<file path="src/rtl/xdp_pkg.sv">
package xdp_pkg;

    localparam int DATA_W    = 32;
    localparam int CHAN_W    = 2;
    localparam int VALID_BIT = DATA_W - 1;

    typedef enum logic [1:0] {
        PH_IDLE    = 2'd0,
        PH_GRANT   = 2'd1,
        PH_HOLD    = 2'd2,
        PH_CAPTURE = 2'd3
    } phase_t;

    typedef enum logic [1:0] {
        KIND_NONE   = 2'b00,
        KIND_NORMAL = 2'b01,
        KIND_REPEAT = 2'b10,
        KIND_DIRECT = 2'b11
    } kind_t;

    typedef struct packed {
        logic              fire;
        kind_t             kind;
        logic [CHAN_W-1:0] chan;
        logic              err;
    } req_t;

endpackage

</file>
<file path="src/rtl/xdp_phase_fsm.sv">
module xdp_phase_fsm
    import xdp_pkg::*;
(
    input  logic   clk,
    input  logic   rst_n,
    input  logic   release_req_i,
    input  logic   xfer_strobe_i,
    output phase_t phase_o,
    output logic   bus_free_o,
    output logic   data_drive_o
);

    phase_t phase_q;
    phase_t phase_d;

    // next-state selection
    always_comb begin
        phase_d = phase_q;
        unique case (phase_q)
            PH_IDLE: begin
                if (release_req_i && !xfer_strobe_i) begin
                    phase_d = PH_GRANT;
                end
            end
            PH_GRANT:   phase_d = PH_HOLD;
            PH_HOLD:    phase_d = PH_CAPTURE;
            PH_CAPTURE: phase_d = PH_IDLE;
            default:    phase_d = PH_IDLE;
        endcase
    end

    // state register
    always_ff @(posedge clk or negedge rst_n) begin
        if (!rst_n) begin
            phase_q <= PH_IDLE;
        end else begin
            phase_q <= phase_d;
        end
    end

    // outputs
    always_comb begin
        bus_free_o   = 1'b0;
        data_drive_o = 1'b1;
        unique case (phase_q)
            PH_IDLE:    ;
            PH_GRANT:   bus_free_o = 1'b1;
            PH_HOLD:    ;
            PH_CAPTURE: data_drive_o = 1'b0;
            default:    ;
        endcase
    end

    assign phase_o = phase_q;

    AST_GRANT_ONE_CYCLE: assert property (@(posedge clk) disable iff (!rst_n)
        bus_free_o |=> !bus_free_o);
    AST_RELEASE_LAG: assert property (@(posedge clk) disable iff (!rst_n)
        $past(bus_free_o, 2) |-> !data_drive_o);
    AST_DRIVE_RETURNS: assert property (@(posedge clk) disable iff (!rst_n)
        !data_drive_o |=> data_drive_o);
    AST_NO_EARLY_REGRANT: assert property (@(posedge clk) disable iff (!rst_n)
        ($past(bus_free_o, 2) || $past(bus_free_o, 3)) |-> !bus_free_o);

endmodule

</file>
<file path="src/rtl/xdp_req_decode.sv">
module xdp_req_decode
    import xdp_pkg::*;
#(
    parameter int DIRECT_CHAN = 2
) (
    input  logic              clk,
    input  logic              rst_n,
    input  phase_t            phase_i,
    input  logic              release_req_i,
    input  logic              xfer_strobe_i,
    input  logic [DATA_W-1:0] data_bus_i,
    output req_t              req_o
);

    localparam logic [CHAN_W-1:0] DIRECT_ID = CHAN_W'(DIRECT_CHAN);

    logic              mem_valid_q;
    logic [CHAN_W-1:0] mem_chan_q;
    req_t              req_d;

    always_comb begin
        req_d = '0;
        if (phase_i == PH_CAPTURE) begin
            if (xfer_strobe_i && data_bus_i[VALID_BIT]) begin
                req_d.fire = 1'b1;
                req_d.kind = KIND_NORMAL;
                req_d.chan = data_bus_i[CHAN_W-1:0];
            end
        end else if (phase_i == PH_IDLE && xfer_strobe_i) begin
            if (release_req_i) begin
                req_d.fire = 1'b1;
                req_d.kind = KIND_DIRECT;
                req_d.chan = DIRECT_ID;
            end else if (mem_valid_q) begin
                req_d.fire = 1'b1;
                req_d.kind = KIND_REPEAT;
                req_d.chan = mem_chan_q;
            end else begin
                req_d.err = 1'b1;
            end
        end
    end

    // remembered channel: only captured request words update it
    always_ff @(posedge clk or negedge rst_n) begin
        if (!rst_n) begin
            mem_valid_q <= 1'b0;
            mem_chan_q  <= '0;
        end else if (req_d.fire && req_d.kind == KIND_NORMAL) begin
            mem_valid_q <= 1'b1;
            mem_chan_q  <= req_d.chan;
        end
    end

    assign req_o = req_d;

    AST_MEM_ONLY_ON_NORMAL: assert property (@(posedge clk) disable iff (!rst_n)
        !(req_d.fire && req_d.kind == KIND_NORMAL) |=> $stable(mem_chan_q));
    AST_NO_FIRE_IN_WINDOW: assert property (@(posedge clk) disable iff (!rst_n)
        (phase_i == PH_GRANT || phase_i == PH_HOLD) |-> !req_d.fire && !req_d.err);

endmodule

</file>
<file path="src/rtl/xdp_req_out.sv">
module xdp_req_out
    import xdp_pkg::*;
(
    input  logic              clk,
    input  logic              rst_n,
    input  req_t              req_i,
    output logic              req_fire_o,
    output logic [1:0]        req_kind_o,
    output logic [CHAN_W-1:0] req_chan_o,
    output logic              repeat_err_o
);

    req_t out_q;

    always_ff @(posedge clk or negedge rst_n) begin
        if (!rst_n) begin
            out_q <= '0;
        end else begin
            out_q.fire <= req_i.fire;
            out_q.err  <= req_i.err;
            out_q.kind <= req_i.fire ? req_i.kind : KIND_NONE;
            out_q.chan <= req_i.fire ? req_i.chan : '0;
        end
    end

    assign req_fire_o   = out_q.fire;
    assign req_kind_o   = out_q.kind;
    assign req_chan_o   = out_q.chan;
    assign repeat_err_o = out_q.err;

    AST_QUIET_FIELDS: assert property (@(posedge clk) disable iff (!rst_n)
        !req_fire_o |-> (req_kind_o == 2'b00 && req_chan_o == '0));
    AST_ERR_NOT_FIRE: assert property (@(posedge clk) disable iff (!rst_n)
        !(repeat_err_o && req_fire_o));
    AST_FIRE_HAS_KIND: assert property (@(posedge clk) disable iff (!rst_n)
        req_fire_o |-> req_kind_o != 2'b00);

endmodule

</file>
<file path="src/rtl/xfer_demand_port.sv">
module xfer_demand_port
    import xdp_pkg::*;
#(
    parameter int DIRECT_CHAN = 2
) (
    input  logic              clk,
    input  logic              rst_n,
    input  logic              release_req_i,
    input  logic              xfer_strobe_i,
    input  logic [DATA_W-1:0] data_bus_i,
    output logic              bus_free_o,
    output logic              data_drive_o,
    output logic              req_fire_o,
    output logic [1:0]        req_kind_o,
    output logic [CHAN_W-1:0] req_chan_o,
    output logic              repeat_err_o
);

    phase_t phase;
    req_t   req_next;

    xdp_phase_fsm u_fsm (
        .clk           (clk),
        .rst_n         (rst_n),
        .release_req_i (release_req_i),
        .xfer_strobe_i (xfer_strobe_i),
        .phase_o       (phase),
        .bus_free_o    (bus_free_o),
        .data_drive_o  (data_drive_o)
    );

    xdp_req_decode #(
        .DIRECT_CHAN (DIRECT_CHAN)
    ) u_dec (
        .clk           (clk),
        .rst_n         (rst_n),
        .phase_i       (phase),
        .release_req_i (release_req_i),
        .xfer_strobe_i (xfer_strobe_i),
        .data_bus_i    (data_bus_i),
        .req_o         (req_next)
    );

    xdp_req_out u_out (
        .clk          (clk),
        .rst_n        (rst_n),
        .req_i        (req_next),
        .req_fire_o   (req_fire_o),
        .req_kind_o   (req_kind_o),
        .req_chan_o   (req_chan_o),
        .repeat_err_o (repeat_err_o)
    );

    AST_DIRECT_NO_GRANT: assert property (@(posedge clk) disable iff (!rst_n)
        (req_fire_o && req_kind_o == 2'b11) |-> (!bus_free_o && req_chan_o == CHAN_W'(DIRECT_CHAN)));
    AST_FIRE_NOT_IN_GRANT: assert property (@(posedge clk) disable iff (!rst_n)
        bus_free_o |-> !req_fire_o);

endmodule

</file>
<file path="config.mk">
export PLATFORM = sky130hd
export DESIGN_NAME = xfer_demand_port
export DESIGN_NICKNAME = d
export VERILOG_FILES = /design/src/rtl/xdp_pkg.sv /design/src/rtl/xdp_phase_fsm.sv /design/src/rtl/xdp_req_decode.sv /design/src/rtl/xdp_req_out.sv /design/src/rtl/xfer_demand_port.sv
export SDC_FILE = /design/constraint.sdc
export NUM_CORES = 1
export LEC_CHECK = 0
export ABC_CLOCK_PERIOD_IN_PS = 1790
export BUFFER_PORTS_ARGS = -buffer_cell sky130_fd_sc_hd__buf_2
export CORE_MARGIN = 3
export CORE_UTILIZATION = 30
export DETAILED_ROUTE_END_ITERATION = 10
export GPL_TIMING_DRIVEN = 0
export PLACE_DENSITY = 0.76
export SLEW_MARGIN = 20
export SYNTH_ARGS = -nofsm -noshare
export SYNTH_HDL_FRONTEND = slang
export SYNTH_SLANG_ARGS = --single-unit
</file>
<file path="constraint.sdc">
create_clock -name clk -period 1.79 [get_ports clk]
set_clock_uncertainty 0.2 [all_clocks]
set_input_delay 0.0895 -clock clk [delete_from_list [all_inputs] [get_ports clk]]
set_output_delay 0.0895 -clock clk [all_outputs]
set_load 0.01 [all_outputs]
</file>
Word-level counts from Yosys, hierarchy flattened
Index checks and enable logic that the tools add are counted.
- eq/ne operators: 5
- multiplexer cells: 14
- reduce and logical (&&, ||, !) cells: 6
- operator list (kind ; number):
    $mux 5 ; 4
    $pmux 2 s4 ; 1
    $mux 2 ; 3
    $mux 6 ; 1
    $mux 1 ; 5
    $eq 2x1->1 const B ; 2
    $eq 2x2->1 const B ; 2
    $logic_and 1x1->1 ; 4
    $logic_not 2->1 ; 1
    $ne 2x2->1 const B ; 1
    $logic_not 1->1 ; 1
- bits in registers: 11
- input bits: 36
- output and inout port bits: 8
- logic and storage cells: 32

Depth between registers and ports, before layout
- depth after elaboration: 6
- mapped depth: 4
- gate-level depth less buffers: 4

Cells and area by module
A second synthesis with hierarchy kept.
- cells, all modules: 46
- area total of the unflattened synthesis: 529.3 um2
- by module, submodules not included (module ; instances ; cells each ; area an instance (um2) ; seq. area each (um2)):
    xdp_req_decode ; 1 ; 21 ; 188.9 ; 75.1
    xdp_req_out ; 1 ; 10 ; 175.2 ; 150.1
    xdp_phase_fsm ; 1 ; 15 ; 165.2 ; 50.0

Least setup slack after synthesis
OpenSTA, ideal clock, no wires.
- kind: reg2reg
- start: reg u_fsm.phase_q[0], in the netlist u_fsm.phase_o[0]
- end: reg u_fsm.phase_q[1], in the netlist u_fsm.phase_o[1]
- library setup time: 0.128 ns
- data arrival time: 1.052 ns
- required time: 1.462 ns
- slack: 0.411 ns
- cell stages (with the launch flop): 5
- path buffers: 0
- clock period less this slack: 1.379 ns
- cell sequence: dfrtp_1 -> inv_1 -> ha_1 -> o21ai_2 -> mux2_1
- longest elaborated chain between the ends: 2
- elaborated cells on any way between the ends: 6
- classes of those cells: 4 x eq/ne; 1 x mux; 1 x reduce/logical
- ends and longest elaborated chain (element ; RTL line ; source):
    start, declared ; xdp_phase_fsm.sv:13 ; phase_t phase_q;
    start signal, assigned ; xdp_phase_fsm.sv:37 ; phase_q <= phase_d;
    $eq 2x2->1 (tied with other cells) ; xdp_phase_fsm.sv:19 ; unique case (phase_q)
    $pmux 2 s4 or $ne 2x2->1 (tied branches) ; -- ;
Parallel ways exist; a longest one is shown, timed or not.
A chain may end at the register's enable or synchronous reset.

Worst setup path in the final report
- start: reg u_fsm.phase_q[1], in the netlist u_fsm.phase_o[1]
- end: reg u_out.out_q (netlist bit u_out.req_chan_o[1])
- longest elaborated chain between the ends: 5
- elaborated cells on any way between the ends: 6
- classes of those cells: 1 x eq/ne; 3 x mux; 2 x reduce/logical
- ends and longest elaborated chain (element ; RTL line ; source):
    $logic_not 2->1 ; xdp_req_decode.sv:29 ; end else if (phase_i == PH_IDLE && xfer_strobe_i) begin
    $logic_and 1x1->1 ; xdp_req_decode.sv:29 ;
    $mux 6 ; xdp_req_decode.sv:29 ;
    $mux 5 * ; xdp_req_decode.sv:23 ; if (phase_i == PH_CAPTURE) begin
    $mux 2 * ; xdp_req_out.sv:22 ; out_q.chan <= req_i.fire ? req_i.chan : '0;
    end, declared ; xdp_req_out.sv:13 ; req_t out_q;
Mark *: on every way between the ends. The rest lies on a longest branch, timed or not.

==> results.md <==
* Area used by multi-input combinational logic at 191 um2
* Avg Cell Area, Syn at 11.4 um2
* Data arrival at the endpoint of the critical path at 1.65 ns
* Area growth from synthesis to layout at 41.3%
* Vias post-DR at 384
* Detailed-router iteration count before antenna repair at 6
* CP Data Required Time at 1.73 ns
* Yosys Warn Count at 0
* Fraction of final layout cells sized beyond drive strength 1 at 0.309
* Status: complete, no violations
* Global-route wire length before repair at 1720 um
* Routed length on met2 at 559 um
* Number of failing hold endpoints at the final stage at 0
* Global-route usage over all layers at 0.118
* Clock tree root driver cell: clkbuf_4
* Commonest cells after routing, fill and taps aside: buf_2 (14), dfrtp_1 (11), dlygate4sd3_1 (8), nand2_1 (5), ha_1 (4)
* Final worst-path cycle share at 0.955
* Max Freq at 585 MHz
* Number of distinct standard cells referenced by the synthesized netlist at 17
* Number of core rows at 13
* DR top layer: met3
* Smallest hold slack at 0.0167 ns
* Post-Syn Instances at 42
* Avg Vias per Cell at 4.63
* Summed negative setup slack over all endpoints at 0 ns
* Power per cell area at 1320 nW/um2
* Crit path time final at 1.71 ns
* Detailed-route wire length at 962 um
* Slew at the pin closest to its max-slew limit at 0.239 ns
* Total die area at 2110 um2
* Unrepaired setup endpoints after global routing: no
* Maximum root-to-sink buffer count at 2
* Lkg Pwr at 0.355 nW
* GRT Residual Overflow at 0
* Drt first-iter violations at 18
* Clock latency at the later pin of the worst-skew pair at 0.26 ns
* Antenna fix cells at 0
* Number of antenna-violating nets in the routed design at 0
* Routed wire length per instance at 11.6 um
* Sequential cell area at 275 um2
* Detailed-routed wire length on met3 at 48 um
* Max-slew violations at 0
* Cts bufs inserted at 3
* Number of clock sinks at 11
* Critical Path Fanout Max at 4
* Crit-path cells: ha_2 > nand4_1 > dlygate4sd3_1 > o21ai_0
* Number of global-route vias before repair at 382
* DIE WIDTH at 46.0 um
* Antenna violations before repair at 0
* Placer's final routability congestion estimate at 0.707
* Filler Cell Count at 129
* Class of the tightest hold or removal check: input port to asynchronous set/reset pin
* Type of origin of the critical path: flop
* Floorplan die height at 46.0 um
* Post-Synthesis Net Count at 83
* Final Worst Setup Slack at 0.0808 ns
* Crit Path Category: flop to flop
* Tightest slew margin relative to the limit at 0.841
* Number of cell instances on the worst register-to-register path at 4
* Sequential area share after synthesis at 0.574
* Post-synthesis instance area at 479 um2
* Io pins at 44
* FF+latch count, synth at 11
* Detailed-route wire length on metal 1 at 353 um
* Type of element capturing the critical path: flop
* Post-layout power at 0.894 mW
* Starting density of the core at 0.343
* DP Worst Slack at 0.320 ns
* CP max stage delay at 0.58 ns
* Most common cell after layout, fill and taps aside: buf_2
* DP Wirelength at 686 um
* Count of port buffers added during placement at 14
* Final setup vio count at 0
* Clock slew at reported path FFs at 0.06 ns
* Drc violations at 0
* Clock tree from TritonCTS: done
* Max-cap check violation count at 0
* Highest ir drop seen on vdd at 0.531 mV
* Cell with the largest stage delay on the worst path: dlygate4sd3_1
* Level count of the clock H-tree at 1
* Core area at 1400 um2
* Nets at 110
* Pin count of the biggest net entering global routing at 12
[layout make-up]
cell class | instances | area share
Tap cell | 15 | 0.0277
Sequential cell | 11 | 0.407
Clock buffer | 4 | 0.0388
Timing Repair Buffer | 22 | 0.222
Inverter | 4 | 0.0222
Multi-Input combinational cell | 27 | 0.283
[path summary, 6_finish.rpt]
check                                                 from                         endpoint  slack, ns
min in group clk           u_dec.mem_chan_q[1]$_DFFE_PN0P_  u_dec.mem_chan_q[1]$_DFFE_PN0P_       0.29
hold / removal                                       rst_n    u_out.req_chan_o[0]$_DFF_PN0_       0.02
hold reg to reg            u_dec.mem_chan_q[1]$_DFFE_PN0P_  u_dec.mem_chan_q[1]$_DFFE_PN0P_       0.29
setup reg to reg              u_fsm.phase_o[1]$_DFFE_PN0P_    u_out.req_chan_o[1]$_DFF_PN0_       0.08
max in group asynchronous                            rst_n     u_out.repeat_err_o$_DFF_PN0_       1.18
setup / recovery              u_fsm.phase_o[1]$_DFFE_PN0P_    u_out.req_chan_o[1]$_DFF_PN0_       0.08
[kinds of logic after synthesis]
kind of cell             share of synthesized area
AO/OA/AOI/OAI                               0.0757
adder cells (fa/ha/maj)                      0.131
buffers and inverters                       0.0313
flip-flops                                   0.574
multiplexers                                0.0444
AND/OR/NAND/NOR                              0.144
[power breakdown]
part           leakage [nW]  internal (mW)  switching [mW]
clock                0.0150         0.0861          0.0749
combinational         0.200          0.153           0.190
sequential            0.140          0.335          0.0555
total                 0.355          0.574           0.320
[cells in the mapped netlist, drive strengths merged]
master,instances,area [um2]
dfrtp,11,275
ha,5,62.6
nand2,5,18.8
inv,4,15.0
o21ai,4,23.8
nor2,3,11.3
nand3,2,15.0
nand4,2,12.5
a21oi,1,5.00
mux2,1,11.3
mux2i,1,10.0
nand2b,1,6.26
nor3,1,5.00
o31ai,1,7.51
[critical path: cells and delay by family (launching register included)]
family | cells | cell delay, ns
AOI/OAI and AO/OA | 1 | 0.09
adders and majority gates | 1 | 0.22
buffers and inverters | 1 | 0.58
DFF | 1 | 0.42
and+or+nand+nor | 1 | 0.09
[repair_timing]
item / in CTS / in global routing
endpoints found under the hold margin: 20 / 0
resized for setup: 0 / 1
setup endpoints to repair: 0 / 2
hold buffers: 8 / 0
setup buffers: 0 / 0
[through the flow]
stage	util	std cells	area (um2)
final	0.484	83	677
after global routing	0.484	83	677
after CTS	0.482	83	674
after detailed placement	0.406	71	568
after global placement	0.406	71	568
after floorplan	-	42	479
[metal layers]
layer	vias up	track usage
met3	0	0.0356
li1	193	-
met5	-	0
met4	0	0.0511
met1	180	0.125
met2	11	0.212
[state kept, by name, summed over array words and instances (netlist names)]
register and cells:
u_out.req_kind_o 2, u_out.req_chan_o 2, u_fsm.phase_o 2, u_dec.mem_chan_q 2, u_out.req_fire_o 1, u_dec.mem_valid_q 1, u_out.repeat_err_o 1
Power figures use the tool's default switching activity.
